==> src/rtl/imgscan_pkg.sv <==
package imgscan_pkg;
  localparam logic [31:0] CRC_POLY_REFL = 32'hEDB8_8320;
  localparam logic [31:0] CRC_SEED      = 32'hFFFF_FFFF;

  typedef enum logic [1:0] {ST_IDLE, ST_FETCH, ST_CAPT, ST_SHIFT} scan_state_e;

  // one serial bit into a right-shifting CRC register
  function automatic logic [31:0] crc_step(input logic [31:0] c, input logic b);
    crc_step = (c >> 1) ^ (((c[0] ^ b) == 1'b1) ? CRC_POLY_REFL : 32'h0);
  endfunction

  // final form of the checksum before compare
  function automatic logic [31:0] crc_final(input logic [31:0] c);
    crc_final = ~c;
  endfunction
endpackage

==> src/rtl/img_scan_seq.sv <==
module img_scan_seq
  import imgscan_pkg::*;
#(
  parameter int AW = 4,
  parameter int DW = 8
) (
  input  logic          clk,
  input  logic          rst_n,
  input  logic          scan_en,
  input  logic          scan_go,
  input  logic          loop_mode,
  input  logic          done_q,
  output logic          busy,
  output logic          rd_req,
  output logic [AW-1:0] rd_addr,
  output logic          launch,
  output logic          load,
  output logic          shift,
  output logic          last
);
  localparam int CW = (DW > 1) ? $clog2(DW) : 1;
  localparam logic [CW-1:0] BIT_LAST  = CW'(DW - 1);
  localparam logic [AW-1:0] WORD_LAST = '1;

  scan_state_e   state_q;
  logic [AW-1:0] word_q;
  logic [CW-1:0] bit_q;
  logic          bit_end;

  assign launch  = scan_en && (state_q == ST_IDLE) && (scan_go || (loop_mode && done_q));
  assign bit_end = (state_q == ST_SHIFT) && (bit_q == BIT_LAST);
  assign last    = bit_end && (word_q == WORD_LAST);
  assign busy    = (state_q != ST_IDLE);
  assign rd_req  = (state_q == ST_FETCH);
  assign rd_addr = word_q;
  assign load    = (state_q == ST_CAPT);
  assign shift   = (state_q == ST_SHIFT);

  always_ff @(posedge clk or negedge rst_n) begin
    if (!rst_n) begin
      state_q <= ST_IDLE;
      word_q  <= '0;
      bit_q   <= '0;
    end else if (!scan_en) begin
      state_q <= ST_IDLE;
      word_q  <= '0;
      bit_q   <= '0;
    end else begin
      unique case (state_q)
        ST_IDLE: if (launch) begin
          state_q <= ST_FETCH;
          word_q  <= '0;
        end
        ST_FETCH: state_q <= ST_CAPT;
        ST_CAPT: begin
          state_q <= ST_SHIFT;
          bit_q   <= '0;
        end
        ST_SHIFT: begin
          bit_q <= bit_q + 1'b1;
          if (bit_end) begin
            if (word_q == WORD_LAST) begin
              state_q <= ST_IDLE;
            end else begin
              word_q  <= word_q + 1'b1;
              state_q <= ST_FETCH;
            end
          end
        end
        default: state_q <= ST_IDLE;
      endcase
    end
  end
endmodule

==> src/rtl/img_scan_crc.sv <==
module img_scan_crc
  import imgscan_pkg::*;
#(
  parameter int DW = 8
) (
  input  logic          clk,
  input  logic          rst_n,
  input  logic          init,
  input  logic          load,
  input  logic [DW-1:0] load_data,
  input  logic          shift,
  output logic [31:0]   crc_next
);
  logic [DW-1:0] shreg_q;
  logic [31:0]   crc_q;

  assign crc_next = crc_step(crc_q, shreg_q[0]);

  always_ff @(posedge clk or negedge rst_n) begin
    if (!rst_n) begin
      shreg_q <= '0;
      crc_q   <= CRC_SEED;
    end else begin
      if (init) crc_q <= CRC_SEED;
      if (load) shreg_q <= load_data;
      if (shift) begin
        shreg_q <= shreg_q >> 1;
        crc_q   <= crc_next;
      end
    end
  end
endmodule

==> src/rtl/img_scan_cmp.sv <==
module img_scan_cmp
  import imgscan_pkg::*;
(
  input  logic        clk,
  input  logic        rst_n,
  input  logic        scan_en,
  input  logic        launch,
  input  logic        clr_err,
  input  logic        last,
  input  logic [31:0] crc_next,
  input  logic [31:0] golden_crc,
  output logic        mismatch,
  output logic        done,
  output logic        err_flag
);
  logic [31:0] golden_q;

  assign mismatch = (crc_final(crc_next) != golden_q);

  always_ff @(posedge clk or negedge rst_n) begin
    if (!rst_n) begin
      golden_q <= '0;
      done     <= 1'b0;
      err_flag <= 1'b0;
    end else if (!scan_en) begin
      done     <= 1'b0;
      err_flag <= 1'b0;
    end else begin
      if (launch) golden_q <= golden_crc;
      done <= last;
      if (clr_err) err_flag <= 1'b0;
      else if (last && mismatch) err_flag <= 1'b1;
    end
  end
endmodule

==> src/rtl/img_crc_scanner.sv <==
module img_crc_scanner #(
  parameter int AW = 4,
  parameter int DW = 8
) (
  input  logic          clk,
  input  logic          rst_n,
  input  logic          scan_en,
  input  logic          scan_go,
  input  logic          loop_mode,
  input  logic          clr_err,
  input  logic [31:0]   golden_crc,
  output logic          rd_req,
  output logic [AW-1:0] rd_addr,
  input  logic [DW-1:0] rd_data,
  output logic          busy,
  output logic          done,
  output logic          err_flag
);
  logic        scan_launch;
  logic        word_load;
  logic        bit_shift;
  logic        scan_last;
  logic        scan_mismatch;
  logic [31:0] crc_next;

  img_scan_seq #(.AW(AW), .DW(DW)) u_seq (
    .clk(clk), .rst_n(rst_n), .scan_en(scan_en), .scan_go(scan_go),
    .loop_mode(loop_mode), .done_q(done), .busy(busy), .rd_req(rd_req),
    .rd_addr(rd_addr), .launch(scan_launch), .load(word_load),
    .shift(bit_shift), .last(scan_last)
  );

  img_scan_crc #(.DW(DW)) u_crc (
    .clk(clk), .rst_n(rst_n), .init(scan_launch), .load(word_load),
    .load_data(rd_data), .shift(bit_shift), .crc_next(crc_next)
  );

  img_scan_cmp u_cmp (
    .clk(clk), .rst_n(rst_n), .scan_en(scan_en), .launch(scan_launch),
    .clr_err(clr_err), .last(scan_last), .crc_next(crc_next),
    .golden_crc(golden_crc), .mismatch(scan_mismatch), .done(done),
    .err_flag(err_flag)
  );
endmodule

==> config.mk <==
export PLATFORM = sky130hd
export DESIGN_NAME = img_crc_scanner
export DESIGN_NICKNAME = d
export VERILOG_FILES = /design/src/rtl/imgscan_pkg.sv /design/src/rtl/img_scan_seq.sv /design/src/rtl/img_scan_crc.sv /design/src/rtl/img_scan_cmp.sv /design/src/rtl/img_crc_scanner.sv
export SDC_FILE = /design/constraint.sdc
export NUM_CORES = 1
export LEC_CHECK = 0
export BUFFER_PORTS_ARGS = -buffer_cell sky130_fd_sc_hd__buf_2
export CAP_MARGIN = 5
export CORE_MARGIN = 4
export CORE_UTILIZATION = 35
export DETAILED_ROUTE_END_ITERATION = 12
export HOLD_SLACK_MARGIN = 0.15
export PLACE_DENSITY = 0.62
export SYNTH_ARGS = -nofsm -noshare
export SYNTH_HDL_FRONTEND = slang
export SYNTH_SLANG_ARGS = --single-unit
==> constraint.sdc <==
create_clock -name clk -period 2.81 [get_ports clk]
set_clock_uncertainty 0.15 [all_clocks]
set_input_delay 0.562 -clock clk [delete_from_list [all_inputs] [get_ports clk]]
set_output_delay 0.562 -clock clk [all_outputs]
set_load 0.1 [all_outputs]
==> results of run 1 <==
[final timing paths]
path                                 endpoint              from
max in group asynchronous      u_crc.crc_q[9]             rst_n
hold reg to reg                u_crc.crc_q[6]    u_crc.crc_q[7]
setup / recovery                         busy  u_seq.state_q[0]
min in group asynchronous  u_cmp.golden_q[13]             rst_n
hold / removal             u_cmp.golden_q[29]    golden_crc[29]
setup reg to reg               u_cmp.err_flag  u_crc.shreg_q[0]
[final cells by class]
type / instances / area [µm²]
clock buffer: 10 / 239
clock inverter: 6 / 46.3
fill: 1049 / 6240
inverter: 10 / 37.5
multi-input combinational: 260 / 1770
sequential: 83 / 2120
tap: 140 / 175
timing repair buffer: 62 / 363
[what timing repair did]
action                                  CTS  global route
hold buffers                              1             0
endpoints found under the hold margin    23             0
endpoints found under the setup margin    0             0
[flip-flops by register name (all words and copies together) (netlist names)]
signal and cells:
u_cmp.done 1, u_cmp.err_flag 1, u_cmp.golden_q 32, u_crc.crc_q 32, u_crc.shreg_q 8, u_seq.bit_q 3
u_seq.rd_addr 4, u_seq.state_q 2
[per-stage QoR]
step                setup slack [ns]  power (µW)  hold WS [ns]  area, µm²  utilization (%)
floorplan                      0.420        3680         0.116       3980                -
global placement               0.631        4130         0.310       4450             40.5
detailed placement             0.587        4190         0.320       4450             40.5
CTS                            0.496        5350         0.275       4740             43.2
global route                   0.402        5670         0.288       4740             43.2
finish                         0.510        5280         0.278       4740             43.2
[cell usage in the layout (no fill, tap or decap), types with 8 or more instances in the layout]
cell                        instances
sky130_fd_sc_hd__nand2_1           53
sky130_fd_sc_hd__buf_2             52
sky130_fd_sc_hd__dfrtp_1           51
sky130_fd_sc_hd__o21ai_0           41
sky130_fd_sc_hd__xnor2_1           33
sky130_fd_sc_hd__dfstp_2           32
sky130_fd_sc_hd__mux2_2            29
sky130_fd_sc_hd__a21oi_1           17
sky130_fd_sc_hd__nor3_1            13
sky130_fd_sc_hd__mux2i_1           11
sky130_fd_sc_hd__inv_1              9
sky130_fd_sc_hd__nor2_1             9
sky130_fd_sc_hd__clkbuf_16          9
sky130_fd_sc_hd__nand4_1            8
sky130_fd_sc_hd__xor2_1             8
[critical path, cell delays in order, from the launching register on]
cell	delay (ns)
sky130_fd_sc_hd__dfrtp_1	0.42
sky130_fd_sc_hd__inv_1	0.10
sky130_fd_sc_hd__ha_1	0.26
sky130_fd_sc_hd__inv_1	0.06
sky130_fd_sc_hd__buf_2	0.41
[logic make-up (layout without fill, tap and decap cells)]
family | count (synthesis) | count (layout) | synth area share (%)
AOI/OAI and AO/OA | 72 | 72 | 10.3
xor gates and xnor gates | 42 | 42 | 9.42
adders and majority gates | 7 | 7 | 2.20
buffers and inverters | 29 | 88 | 2.76
DFF | 83 | 83 | 53.1
muxes | 40 | 40 | 11.0
and+or+nand+nor | 99 | 99 | 11.2
[where the power goes]
part / internal, µW / switching (µW) / total, µW / leakage, µW
registers: 1820 / 439 / 2260 / 0.000965
clock network: 631 / 499 / 1130 / 0.000136
logic: 909 / 984 / 1890 / 0.000852
[routing by layer]
metal / part of all wire (%) / wire length, µm / up-vias
li1: - / - / 1392
met1: 46 / 3900 / 1361
met2: 49 / 4090 / 58
met3: 3.9 / 325 / 8
met4: 1.0 / 87 / 0
met5: 0 / 0 / -
==> impl_table.tex, run 1 <==
\begin{tabular}{lr}
\hline
Metric & Value \\
\hline
\multicolumn{2}{l}{\textbf{Global route}} \\
Grt met3 use & 3.70\% \\
GR Util All Layers & 13.6\% \\
Number of antenna violations at the first check in global routing & 0 \\
Overflow after GRT & 0 \\
Global-route wire length before repair & 14200 µm \\
Number of global-route vias before repair & 2880 \\
Global-route met2 utilization & 22.3\% \\
Busiest grt layer & met2 \\
Met1 Resource Use GR & 18.0\% \\
Largest net degree at the start of global routing & 51 \\
\multicolumn{2}{l}{\textbf{Synthesis}} \\
Mapped Cells & 372 \\
Top flip-flop cell by instance count after synthesis & sky130\_fd\_sc\_hd\_\_dfrtp\_1 \\
Top cells by count, synth & 53 x sky130\_fd\_sc\_hd\_\_nand2\_1, 51 x sky130\_fd\_sc\_hd\_\_dfrtp\_1, 41 x sky130\_fd\_sc\_hd\_\_o21ai\_0 \\
Most common cell in the synthesized netlist & sky130\_fd\_sc\_hd\_\_nand2\_1 \\
Number of different library cells in the post-synthesis netlist & 37 \\
Post-Synthesis Net Count & 425 \\
Library cell with the largest summed area after synthesis & sky130\_fd\_sc\_hd\_\_dfrtp\_1 \\
Largest cells by area after synthesis & sky130\_fd\_sc\_hd\_\_dfrtp\_1 32\%, sky130\_fd\_sc\_hd\_\_dfstp\_2 21\%, sky130\_fd\_sc\_hd\_\_mux2\_2 8.2\%, sky130\_fd\_sc\_hd\_\_xnor2\_1 7.3\%, sky130\_fd\_sc\_hd\_\_o21ai\_0 5.2\% \\
Synthesized flop and latch total & 83 \\
EDFF count, synth & 0 \\
Post-synthesis area per instance & 10.7 µm² \\
Fraction of post-synthesis cell area in the top cell type by area & 32.0\% \\
Portion of the post-synthesis area used by sequential elements & 53.1\% \\
Synth warn & 0 \\
Post-Synthesis Cell Area & 0.00398 mm² \\
Asr flop ratio synth & 100\% \\
\multicolumn{2}{l}{\textbf{Worst setup path}} \\
Worst r2r path cells & 5 \\
Worst Path Class, Setup & flip-flop to primary output \\
Startpoint type of the worst setup path & flip-flop \\
Worst endpoint required time & 2.10 ns \\
Worst-case register-to-register setup slack & 0.66 ns \\
Signal arrival time at the worst endpoint & 1.59 ns \\
Critical Path Fanout Max & 5 \\
Setup crit end kind & primary output \\
\multicolumn{2}{l}{\textbf{Finish}} \\
Non-filler instance count after layout & 571 \\
Fraction of final layout cells with drive strength greater than 1 & 32.9\% \\
Final layout net count & 479 \\
Synth-to-layout area growth & 19.1\% \\
Diode count & 0 \\
\multicolumn{2}{l}{\textbf{Clocking}} \\
Worst-Skew Late Latency & 0.33 ns \\
Root buffer selected by CTS & sky130\_fd\_sc\_hd\_\_clkbuf\_16 \\
Setup fix buffers added after clock tree synthesis & 0 \\
CTS Buffer Depth & 2 \\
CTS sink cnt & 83 \\
Number of buffers created by CTS & 9 \\
Clock input transition at the sequential cells of the worst setup and hold paths & 0.07 ns \\
Clock tree from TritonCTS & yes \\
Max H-tree Level & 3 \\
Post-cts resize count & 0 \\
\multicolumn{2}{l}{\textbf{Power}} \\
Highest ir drop seen on vdd & 0.000467 V \\
Pwr dens & 1110 mW/mm² \\
Leakage power of the design & 0.00195 µW \\
\multicolumn{2}{l}{\textbf{Placed design}} \\
Detailed placer's ending HPWL & 6070 µm \\
Gp weighted congestion & 0.797 \\
Quantity of I/O buffers inserted on ports & 53 \\
Cell total after placement & 554 \\
\multicolumn{2}{l}{\textbf{Timing}} \\
Worst slew margin relative to its limit & 57.1\% \\
Final critical delay including setup and external delays & 2.30 ns \\
Worst Tran Pin Value & 0.638 ns \\
Highest clock rate & 435 MHz \\
RSZ-0062 raised after global routing & false \\
Number of max-slew violations in the final report & 0 \\
Final worst-path cycle share & 81.9\% \\
Total Negative Setup Slacks & 0 ns \\
Number of endpoints failing setup at the final stage & 0 \\
Number of endpoints with negative hold slack in the final report & 0 \\
\multicolumn{2}{l}{\textbf{Route}} \\
Detailed-routing iteration count for the pre-antenna-repair pass & 4 \\
Routed length per placed instance & 14.7 µm \\
Starting DRC count in detailed routing & 174 \\
Number of nets still failing antenna checks after routing & 0 \\
Total via count in the routed design & 2819 \\
Post-detailed-route DRC marker count & 0 \\
Routed vias/inst & 4.94 \\
Final Routed Wirelength & 8410 µm \\
\multicolumn{2}{l}{\textbf{Floorplanning}} \\
Area of the die & 0.0132 mm² \\
Rows & 38 \\
Placeable core region & 0.0110 mm² \\
Initial core utilization & 36.3\% \\
Die Y-Extent & 115 µm \\
Number of top-level pins & 54 \\
Die extent in x & 115 µm \\
\multicolumn{2}{l}{\textbf{Run status}} \\
Outcome & completed \\
\multicolumn{2}{l}{\textbf{Hold path}} \\
Hold Crit Class & input port to flip-flop \\
Min-Delay Path Depth & 3 \\
\multicolumn{2}{l}{\textbf{Job}} \\
Max cap viols & 0 \\
\hline
\end{tabular}
No activity file was read; power rests on OpenSTA's default activity.
==> inputs of run 2 (changes only) <==
--- a/config.mk
+++ b/config.mk
@@ -5,6 +5,7 @@
 export SDC_FILE = /design/constraint.sdc
 export NUM_CORES = 1
 export LEC_CHECK = 0
+export ABC_AREA = 1
 export BUFFER_PORTS_ARGS = -buffer_cell sky130_fd_sc_hd__buf_2
 export CAP_MARGIN = 5
 export CORE_MARGIN = 4
==> constraint.sdc (replaced) <==
create_clock -name clk -period 2.3 [get_ports clk]
set_clock_uncertainty 0.15 [all_clocks]
set_input_delay 0.46 -clock clk [delete_from_list [all_inputs] [get_ports clk]]
set_output_delay 0.46 -clock clk [all_outputs]
set_load 0.1 [all_outputs]
==> run 2 against run 1 <==
- clock-buffer cell count up 2
- setup slack got worse by 0.36 ns
- cell count grew 30%
- flip-flop and latch count stayed put
- synthesized cell count increased by 44%
- first-iteration DRC count up 4.0%
- clock power grew 30%
- critical path type unchanged
- largest power group is now combinational cells
- highest routed layer is now met5
==> impl_table.tex, run 2 <==
\begin{tabular}{lr}
\hline
Metric & Value \\
\hline
\multicolumn{2}{l}{\textbf{Floorplanning}} \\
Die extent in x & 118 µm (was 115 µm) \\
Number of top-level pins & 54 (unchanged) \\
Initial core utilization & 36.3\% (about the same) \\
Placeable core region & 0.0116 mm² (was 0.0110 mm²) \\
Area of the die & 0.0138 mm² (was 0.0132 mm²) \\
Rows & 39 (was 38) \\
Die Y-Extent & 118 µm (was 115 µm) \\
\multicolumn{2}{l}{\textbf{Finish}} \\
Final layout net count & 647 (was 479) \\
Area of all sequential standard cells & 0.00212 mm² (unchanged) \\
Registers with the highest flip-flop counts & u\_cmp.golden\_q x32, u\_crc.crc\_q x32, u\_crc.shreg\_q x8 (unchanged) \\
Diode count & 0 (unchanged) \\
Most frequent cells in the layout & 168 x sky130\_fd\_sc\_hd\_\_nand2\_1, 87 x sky130\_fd\_sc\_hd\_\_inv\_1, 52 x sky130\_fd\_sc\_hd\_\_buf\_2 (was 53 x sky130\_fd\_sc\_hd\_\_nand2\_1, 52 x sky130\_fd\_sc\_hd\_\_buf\_2, 51 x sky130\_fd\_sc\_hd\_\_dfrtp\_1) \\
Fraction of final layout cells with drive strength greater than 1 & 20.4\% (was 32.9\%) \\
Area taken by multi-input logic gates & 0.00169 mm² (was 0.00177 mm²) \\
Layout fillers & 1179 (was 1049) \\
Synth-to-layout area growth & 18.4\% (was 19.1\%) \\
Most common cell after layout, fill and taps aside & sky130\_fd\_sc\_hd\_\_nand2\_1 (unchanged) \\
\multicolumn{2}{l}{\textbf{Synthesis}} \\
Top cells by count, synth & 168 x sky130\_fd\_sc\_hd\_\_nand2\_1, 87 x sky130\_fd\_sc\_hd\_\_inv\_1, 51 x sky130\_fd\_sc\_hd\_\_dfrtp\_1 (was 53 x sky130\_fd\_sc\_hd\_\_nand2\_1, 51 x sky130\_fd\_sc\_hd\_\_dfrtp\_1, 41 x sky130\_fd\_sc\_hd\_\_o21ai\_0) \\
Fraction of post-synthesis cell area in the top cell type by area & 30.4\% (was 32.0\%) \\
Synth warn & 0 (unchanged) \\
Largest cells by area after synthesis & sky130\_fd\_sc\_hd\_\_dfrtp\_1 30\%, sky130\_fd\_sc\_hd\_\_dfstp\_2 20\%, sky130\_fd\_sc\_hd\_\_nand2\_1 15\%, sky130\_fd\_sc\_hd\_\_inv\_1 7.8\%, sky130\_fd\_sc\_hd\_\_o21ai\_0 5.6\% (was sky130\_fd\_sc\_hd\_\_dfrtp\_1 32\%, sky130\_fd\_sc\_hd\_\_dfstp\_2 21\%, sky130\_fd\_sc\_hd\_\_mux2\_2 8.2\%, sky130\_fd\_sc\_hd\_\_xnor2\_1 7.3\%, sky130\_fd\_sc\_hd\_\_o21ai\_0 5.2\%) \\
Portion of the post-synthesis area used by sequential elements & 50.4\% (was 53.1\%) \\
Number of different library cells in the post-synthesis netlist & 31 (was 37) \\
Library cell with the largest summed area after synthesis & sky130\_fd\_sc\_hd\_\_dfrtp\_1 (unchanged) \\
Top flip-flop cell by instance count after synthesis & sky130\_fd\_sc\_hd\_\_dfrtp\_1 (unchanged) \\
Mapped Cells & 536 (was 372) \\
Post-Synthesis Net Count & 589 (was 425) \\
Asr flop ratio synth & 100\% (unchanged) \\
Post-synthesis area per instance & 7.83 µm² (was 10.7 µm²) \\
EDFF count, synth & 0 (unchanged) \\
Post-Synthesis Cell Area & 0.00420 mm² (was 0.00398 mm²) \\
Most common cell in the synthesized netlist & sky130\_fd\_sc\_hd\_\_nand2\_1 (unchanged) \\
Synthesized flop and latch total & 83 (unchanged) \\
\multicolumn{2}{l}{\textbf{Timing}} \\
Number of max-slew violations in the final report & 0 (unchanged) \\
Highest clock rate & 464 MHz \\
RSZ-0062 raised after global routing & false (unchanged) \\
Final worst-path cycle share & 93.7\% \\
Worst Tran Pin Value & 0.562 ns (was 0.638 ns) \\
Worst slew margin relative to its limit & 62.4\% (was 57.1\%) \\
Total Negative Setup Slacks & 0 ns (unchanged) \\
Number of endpoints failing setup at the final stage & 0 (unchanged) \\
Number of endpoints with negative hold slack in the final report & 0 (unchanged) \\
Final critical delay including setup and external delays & 2.16 ns \\
\multicolumn{2}{l}{\textbf{Global route}} \\
Overflow after GRT & 0 (unchanged) \\
Number of antenna violations at the first check in global routing & 1 (was 0) \\
Largest net degree at the start of global routing & 59 (was 51) \\
Number of global-route vias before repair & 3624 (was 2880) \\
GR Util All Layers & 15.3\% (was 13.6\%) \\
Global-route wire length before repair & 17300 µm (was 14200 µm) \\
\multicolumn{2}{l}{\textbf{Clocking}} \\
Clock tree from TritonCTS & yes (unchanged) \\
CTS sink cnt & 83 (unchanged) \\
Setup fix buffers added after clock tree synthesis & 0 (unchanged) \\
Clock input transition at the sequential cells of the worst setup and hold paths & 0.06 ns (was 0.07 ns) \\
Worst-Skew Late Latency & 0.34 ns (was 0.33 ns) \\
Max H-tree Level & 3 (unchanged) \\
CTS Buffer Depth & 2 (unchanged) \\
Root buffer selected by CTS & sky130\_fd\_sc\_hd\_\_clkbuf\_16 (unchanged) \\
Number of buffers created by CTS & 9 (unchanged) \\
\multicolumn{2}{l}{\textbf{Power}} \\
Leakage power of the design & 0.00262 µW (was 0.00195 µW) \\
Internal portion of total power & 3880 µW (was 3360 µW) \\
Switching share of total power & 40.7\% (was 36.4\%) \\
Clk network pwr share & 22.5\% (was 21.4\%) \\
Part of the total power dissipated in sequential elements & 37.9\% (was 42.8\%) \\
Pwr dens & 1320 mW/mm² (was 1110 mW/mm²) \\
Highest ir drop seen on vdd & 0.000764 V (was 0.000467 V) \\
Power after layout & 6540 µW (was 5280 µW) \\
Psw & 2660 µW (was 1920 µW) \\
Comb pwr share & 39.6\% (was 35.8\%) \\
\multicolumn{2}{l}{\textbf{Worst setup path}} \\
Worst Path Class, Setup & flip-flop to primary output (unchanged) \\
Worst endpoint required time & 1.69 ns (was 2.10 ns) \\
Worst r2r path cells & 13 (was 5) \\
Startpoint type of the worst setup path & flip-flop (unchanged) \\
Critical Path Fanout Max & 5 (unchanged) \\
Setup crit end kind & primary output (unchanged) \\
Signal arrival time at the worst endpoint & 1.55 ns (was 1.59 ns) \\
\multicolumn{2}{l}{\textbf{Route}} \\
Detailed-routed wire length on met3 & 524 µm (was 325 µm) \\
Final Routed Wirelength & 10000 µm (was 8410 µm) \\
Routed vias/inst & 4.74 (was 4.94) \\
Total via count in the routed design & 3519 (was 2819) \\
Post-route met1 wirelength & 4560 µm (was 3900 µm) \\
Total length of routed met2 wires & 4820 µm (was 4090 µm) \\
Post-detailed-route DRC marker count & 0 (unchanged) \\
Number of nets still failing antenna checks after routing & 0 (unchanged) \\
Routed length per placed instance & 13.5 µm (was 14.7 µm) \\
Detailed-routing iteration count for the pre-antenna-repair pass & 4 (unchanged) \\
Starting DRC count in detailed routing & 181 (was 174) \\
Uppermost routed layer & met5 (was met4) \\
\multicolumn{2}{l}{\textbf{Hold path}} \\
Hold Crit Class & input port to flip-flop (unchanged) \\
Min-Delay Path Depth & 3 (unchanged) \\
\multicolumn{2}{l}{\textbf{Placed design}} \\
Gp weighted congestion & 0.881 (was 0.797) \\
Quantity of I/O buffers inserted on ports & 53 (unchanged) \\
Detailed placer's ending HPWL & 7260 µm (was 6070 µm) \\
\multicolumn{2}{l}{\textbf{Job}} \\
Max cap viols & 0 (unchanged) \\
\multicolumn{2}{l}{\textbf{Run status}} \\
Outcome & completed (unchanged) \\
\hline
\end{tabular}
-- run 2: cell count changes in the layout (fill, tap and decap cells not counted), sizes merged, moves of 8 or more --
cell / change
a22oi: +12
xnor2: -29
inv: +77
nor2: +20
nand2: +123
mux2: -29
mux2i: -11
xor2: -8
nor3: -11
nand3: +40
-- run 2: path summary, 6_finish.rpt --
path	start	to	slack, ns
max	u_seq.state_q[0]	busy	0.14
min	golden_crc[19]	u_cmp.golden_q[19]	0.18
max reg2reg	u_crc.crc_q[0]	u_cmp.err_flag	0.25
min reg2reg	u_crc.crc_q[10]	u_crc.crc_q[10]	0.34
max in group asynchronous	rst_n	u_crc.crc_q[22]	0.88
min in group asynchronous	rst_n	u_cmp.golden_q[27]	0.43
-- run 2: layout make-up --
| type | count | area share [%] |
|---|---|---|
| flip-flops and latches | 83 | 42.6 |
| well taps | 143 | 3.60 |
| clock inverters | 4 | 0.982 |
| inverters | 89 | 6.72 |
| multi-input cells | 349 | 33.9 |
| clock buffers | 12 | 5.16 |
| repair buffers | 62 | 7.05 |
-- run 2: per-layer routing --
metal  up-vias  track usage [%]
met2        73             25.2
met1      1634             19.7
met4         2             4.32
met5         -                0
li1       1798                -
met3        12             4.28
-- run 2: power groups by stage --
stage | registers [µW] | clock network [µW] | logic, µW
after floorplan | 2460 | 0 | 1940
after global placement | 2480 | 0 | 2550
after detailed placement | 2500 | 0 | 2610
after CTS | 2480 | 1520 | 2630
after global routing | 2560 | 1580 | 2990
final | 2480 | 1470 | 2590
-- run 2: cell families (layout without fill, tap and decap cells) --
family | after synthesis | in the layout | synth area share, %
AO/OA/AOI/OAI | 81 | 81 | 11.2
flip-flops | 83 | 83 | 50.4
buffers and inverters | 104 | 167 | 9.42
adder cells (fa/ha/maj) | 7 | 7 | 2.09
AND/OR/NAND/NOR | 256 | 256 | 25.8
XOR/XNOR | 5 | 5 | 1.04
-- run 2: metrics by stage --
stage                     std cells  setup slack, ns  util (%)  instance area (µm²)  hold WS (ns)
after floorplan                 536          0.00156         -                 4200        0.0144
final                           742            0.145      43.0                 4970         0.176
after global routing            742           0.0222      43.0                 4970         0.184
after global placement          725            0.287      40.3                 4660         0.255
after detailed placement        725            0.284      40.3                 4660         0.260
after CTS                       742            0.124      43.0                 4970         0.166
-- run 2: critical path: stages (launching register included) --
cell	delay [ns]
sky130_fd_sc_hd__dfrtp_1	0.37
sky130_fd_sc_hd__inv_1	0.10
sky130_fd_sc_hd__ha_1	0.24
sky130_fd_sc_hd__inv_1	0.08
sky130_fd_sc_hd__buf_2	0.42
-- run 2: timing repair --
action                                 CTS  global route
gates resized for setup                  0             0
endpoints found under the hold margin   16             0
hold buffers                             1             0
==> inputs of run 3 (changes only) <==
--- a/config.mk
+++ b/config.mk
@@ -5,7 +5,6 @@
 export SDC_FILE = /design/constraint.sdc
 export NUM_CORES = 1
 export LEC_CHECK = 0
-export ABC_AREA = 1
 export BUFFER_PORTS_ARGS = -buffer_cell sky130_fd_sc_hd__buf_2
 export CAP_MARGIN = 5
 export CORE_MARGIN = 4
==> run 3 against run 2 <==
- total power is 0.79% lower
- critical path depth is 1 higher
- flip-flop and latch count stayed put
- final area is 4.5% lower
- sequential share of layout area is 2.1 points higher
- first-iteration DRC count is 11% lower
- critical endpoint is now u_cmp.err_flag
- hold slack better by 0.0036 ns
- via count is 20% lower
- global-route usage is 1.6 points lower
- highest routed layer is now met4
==> impl_table.tex, run 3 (synthesized netlist as in run 1, its figures left out) <==
\begin{tabular}{lr}
\hline
Metric & Value \\
\hline
\multicolumn{2}{l}{\textbf{Timing}} \\
Post-layout worst setup margin & 0.109 ns (was 0.145 ns) \\
Number of max-slew violations in the final report & 0 (unchanged) \\
Worst slew margin relative to its limit & 63.5\% (was 62.4\%) \\
Number of endpoints with negative hold slack in the final report & 0 (unchanged) \\
Number of endpoints failing setup at the final stage & 0 (unchanged) \\
Worst Tran Pin Value & 0.548 ns (was 0.562 ns) \\
Highest clock rate & 456 MHz (was 464 MHz) \\
RSZ-0062 raised after global routing & false (unchanged) \\
Total Negative Setup Slacks & 0 ns (unchanged) \\
Final worst-path cycle share & 95.3\% (was 93.7\%) \\
Final critical delay including setup and external delays & 2.19 ns (was 2.16 ns) \\
\multicolumn{2}{l}{\textbf{Floorplanning}} \\
Initial core utilization & 36.3\% (about the same) \\
Number of top-level pins & 54 (unchanged) \\
Area of the die & 0.0132 mm² (was 0.0138 mm²) \\
Die Y-Extent & 115 µm (was 118 µm) \\
Placeable core region & 0.0110 mm² (was 0.0116 mm²) \\
Rows & 38 (was 39) \\
Die extent in x & 115 µm (was 118 µm) \\
\multicolumn{2}{l}{\textbf{Power}} \\
Internal portion of total power & 4190 µW (was 3880 µW) \\
Switching share of total power & 35.4\% (was 40.7\%) \\
Psw & 2290 µW (was 2660 µW) \\
Part of the total power dissipated in sequential elements & 42.4\% (was 37.9\%) \\
Pwr dens & 1370 mW/mm² (was 1320 mW/mm²) \\
Comb pwr share & 35.9\% (was 39.6\%) \\
Clk network pwr share & 21.7\% (was 22.5\%) \\
Leakage power of the design & 0.00194 µW (was 0.00262 µW) \\
Highest ir drop seen on vdd & 0.000570 V (was 0.000764 V) \\
\multicolumn{2}{l}{\textbf{Worst setup path}} \\
Highest-delay cell along the critical path & sky130\_fd\_sc\_hd\_\_dfstp\_2 (was sky130\_fd\_sc\_hd\_\_buf\_2) \\
Delay-heaviest family, CP & flip-flops (was buffers and inverters) \\
Max incr delay on CP & 0.56 ns (was 0.42 ns) \\
Ordered cell list for the critical path & xor2\_2 > or4\_1 > mux2\_2 > a2111oi\_2 > a21oi\_1 (was inv\_1 > ha\_1 > inv\_1 > buf\_2) \\
Number of buffers and inverters on the critical path & 0 (was 3) \\
Setup crit end kind & flip-flop (was primary output) \\
Startpoint type of the worst setup path & flip-flop (unchanged) \\
Launching point of the worst reg2reg path & u\_crc.crc\_q[0] (unchanged) \\
Worst Path Class, Setup & flip-flop to flip-flop (was flip-flop to primary output) \\
Signal arrival time at the worst endpoint & 2.25 ns (was 1.55 ns) \\
Worst-case register-to-register setup slack & 0.11 ns (was 0.25 ns) \\
Worst endpoint required time & 2.36 ns (was 1.69 ns) \\
Critical Path Fanout Max & 3 (was 5) \\
Worst r2r path cells & 5 (was 13) \\
FF-to-FF End & u\_cmp.err\_flag (unchanged) \\
\multicolumn{2}{l}{\textbf{Hold path}} \\
Worst Hold End & u\_cmp.golden\_q[26] (was u\_cmp.golden\_q[19]) \\
Hold Crit Class & input port to flip-flop (unchanged) \\
Min-Delay Path Depth & 3 (unchanged) \\
Critical hold path startpoint & golden\_crc[26] (was golden\_crc[19]) \\
\multicolumn{2}{l}{\textbf{Placed design}} \\
Cell total after placement & 553 (was 725) \\
Gp weighted congestion & 0.781 (was 0.881) \\
Detailed placer's ending HPWL & 5810 µm (was 7260 µm) \\
Worst setup slack after placement & 0.135 ns (was 0.284 ns) \\
Quantity of I/O buffers inserted on ports & 53 (unchanged) \\
\multicolumn{2}{l}{\textbf{Job}} \\
Max cap viols & 0 (unchanged) \\
\multicolumn{2}{l}{\textbf{Route}} \\
Final Routed Wirelength & 8410 µm (was 10000 µm) \\
Detailed-routing iteration count for the pre-antenna-repair pass & 5 (was 4) \\
Starting DRC count in detailed routing & 161 (was 181) \\
Total via count in the routed design & 2810 (was 3519) \\
Number of nets still failing antenna checks after routing & 0 (unchanged) \\
Post-detailed-route DRC marker count & 0 (unchanged) \\
Routed length per placed instance & 14.7 µm (was 13.5 µm) \\
Routed vias/inst & 4.93 (was 4.74) \\
\multicolumn{2}{l}{\textbf{Finish}} \\
Most frequent cells in the layout & 53 x sky130\_fd\_sc\_hd\_\_nand2\_1, 51 x sky130\_fd\_sc\_hd\_\_buf\_2, 48 x sky130\_fd\_sc\_hd\_\_dfrtp\_1 (was 168 x sky130\_fd\_sc\_hd\_\_nand2\_1, 87 x sky130\_fd\_sc\_hd\_\_inv\_1, 52 x sky130\_fd\_sc\_hd\_\_buf\_2) \\
Final layout net count & 478 (was 647) \\
Non-filler instance count after layout & 570 (was 742) \\
Most common cell after layout, fill and taps aside & sky130\_fd\_sc\_hd\_\_nand2\_1 (unchanged) \\
Registers with the highest flip-flop counts & u\_cmp.golden\_q x32, u\_crc.crc\_q x32, u\_crc.shreg\_q x8 (unchanged) \\
Fraction of final layout cells with drive strength greater than 1 & 32.8\% (was 20.4\%) \\
Synth-to-layout area growth & 19.2\% (was 18.4\%) \\
Diode count & 0 (unchanged) \\
Layout fillers & 1070 (was 1179) \\
\multicolumn{2}{l}{\textbf{Clocking}} \\
CTS Buffer Depth & 2 (unchanged) \\
Setup fix buffers added after clock tree synthesis & 0 (unchanged) \\
Root buffer selected by CTS & sky130\_fd\_sc\_hd\_\_clkbuf\_16 (unchanged) \\
Clock input transition at the sequential cells of the worst setup and hold paths & 0.06 ns (about the same) \\
Clock tree from TritonCTS & yes (unchanged) \\
Worst-Skew Late Latency & 0.34 ns (about the same) \\
Max H-tree Level & 3 (unchanged) \\
CTS sink cnt & 83 (unchanged) \\
Number of buffers created by CTS & 9 (unchanged) \\
\multicolumn{2}{l}{\textbf{Global route}} \\
Number of antenna violations at the first check in global routing & 0 (was 1) \\
Global-route wire length before repair & 14100 µm (was 17300 µm) \\
GR Util All Layers & 13.7\% (was 15.3\%) \\
Number of global-route vias before repair & 2861 (was 3624) \\
Overflow after GRT & 0 (unchanged) \\
Largest net degree at the start of global routing & 69 (was 59) \\
\multicolumn{2}{l}{\textbf{Run status}} \\
Outcome & completed (unchanged) \\
\hline
\end{tabular}
[run 3: cell count changes in the layout (fill, tap and decap cells not counted), moves of 8 or more]
cell                      change
sky130_fd_sc_hd__mux2_2      +29
sky130_fd_sc_hd__a22oi_1     -12
sky130_fd_sc_hd__mux2i_1     +11
sky130_fd_sc_hd__nor3_1      +11
sky130_fd_sc_hd__nand2_1    -115
sky130_fd_sc_hd__nor2_1      -19
sky130_fd_sc_hd__a21oi_1      +8
sky130_fd_sc_hd__inv_1       -78
sky130_fd_sc_hd__nand3_1     -40
sky130_fd_sc_hd__xnor2_1     +29
[run 3: what timing repair did]
item | in CTS | in global routing
endpoints found under the setup margin | 0 | 2
hold endpoints to repair | 20 | 0
hold buffers | 1 | 0
gates resized for setup | 0 | 2
[run 3: cell type report]
| type | instances | area, µm² | area share, % |
|---|---|---|---|
| Inverter | 10 | 37.5 | 0.790 |
| Sequential cell | 83 | 2120 | 44.7 |
| Clock buffer | 12 | 236 | 4.98 |
| Clock inverter | 4 | 51.3 | 1.08 |
| Tap cell | 140 | 175 | 3.69 |
| Multi-Input combinational cell | 260 | 1770 | 37.2 |
| Timing Repair Buffer | 61 | 362 | 7.61 |
[run 3: per-layer routing]
| layer | routed length (µm) | track usage, % | vias up |
|---|---|---|---|
| met2 | 4050 | 21.6 | 51 |
| met5 | 0 | 0 | - |
| met1 | 3830 | 18.0 | 1357 |
| met4 | 103 | 3.76 | 0 |
| li1 | - | - | 1394 |
| met3 | 424 | 4.65 | 8 |
[run 3: worst max path at each step]
| stage | from | end | cells after the start |
|---|---|---|---|
| after floorplan | u_crc.crc_q[0] | u_cmp.err_flag | 5 |
| after global placement | u_crc.crc_q[0] | u_cmp.err_flag | 5 |
| after detailed placement | u_crc.crc_q[16] | u_cmp.err_flag | 5 |
| after CTS | u_seq.state_q[0] | busy | 4 |
| after global routing | u_crc.crc_q[0] | u_cmp.err_flag | 5 |
| final | u_crc.crc_q[0] | u_cmp.err_flag | 5 |
[run 3: tightest hold or removal path: stages]
cell and delay [ns]:
sky130_fd_sc_hd__buf_2 0.08, sky130_fd_sc_hd__nand2_1 0.04, sky130_fd_sc_hd__o21ai_0 0.06
[run 3: power groups by stage]
| stage | logic, µW | clock network, µW | registers (µW) |
|---|---|---|---|
| after floorplan | 1860 | 0 | 2630 |
| after detailed placement | 2330 | 0 | 2780 |
| after global placement | 2280 | 0 | 2750 |
| after global routing | 2630 | 1510 | 2850 |
| final | 2330 | 1410 | 2750 |
| after CTS | 2350 | 1460 | 2760 |
[run 3: metrics by stage]
step           hold slack [ns]  total power [µW]  util [%]  area [µm²]
2_1_floorplan           0.0144              4490         -        3990
3_5_place_dp             0.218              5110      40.5        4450
5_1_grt                  0.179              6980      43.2        4750
4_1_cts                  0.168              6570      43.2        4740
6_report                 0.179              6490      43.2        4750
3_3_place_gp             0.211              5030      40.5        4450
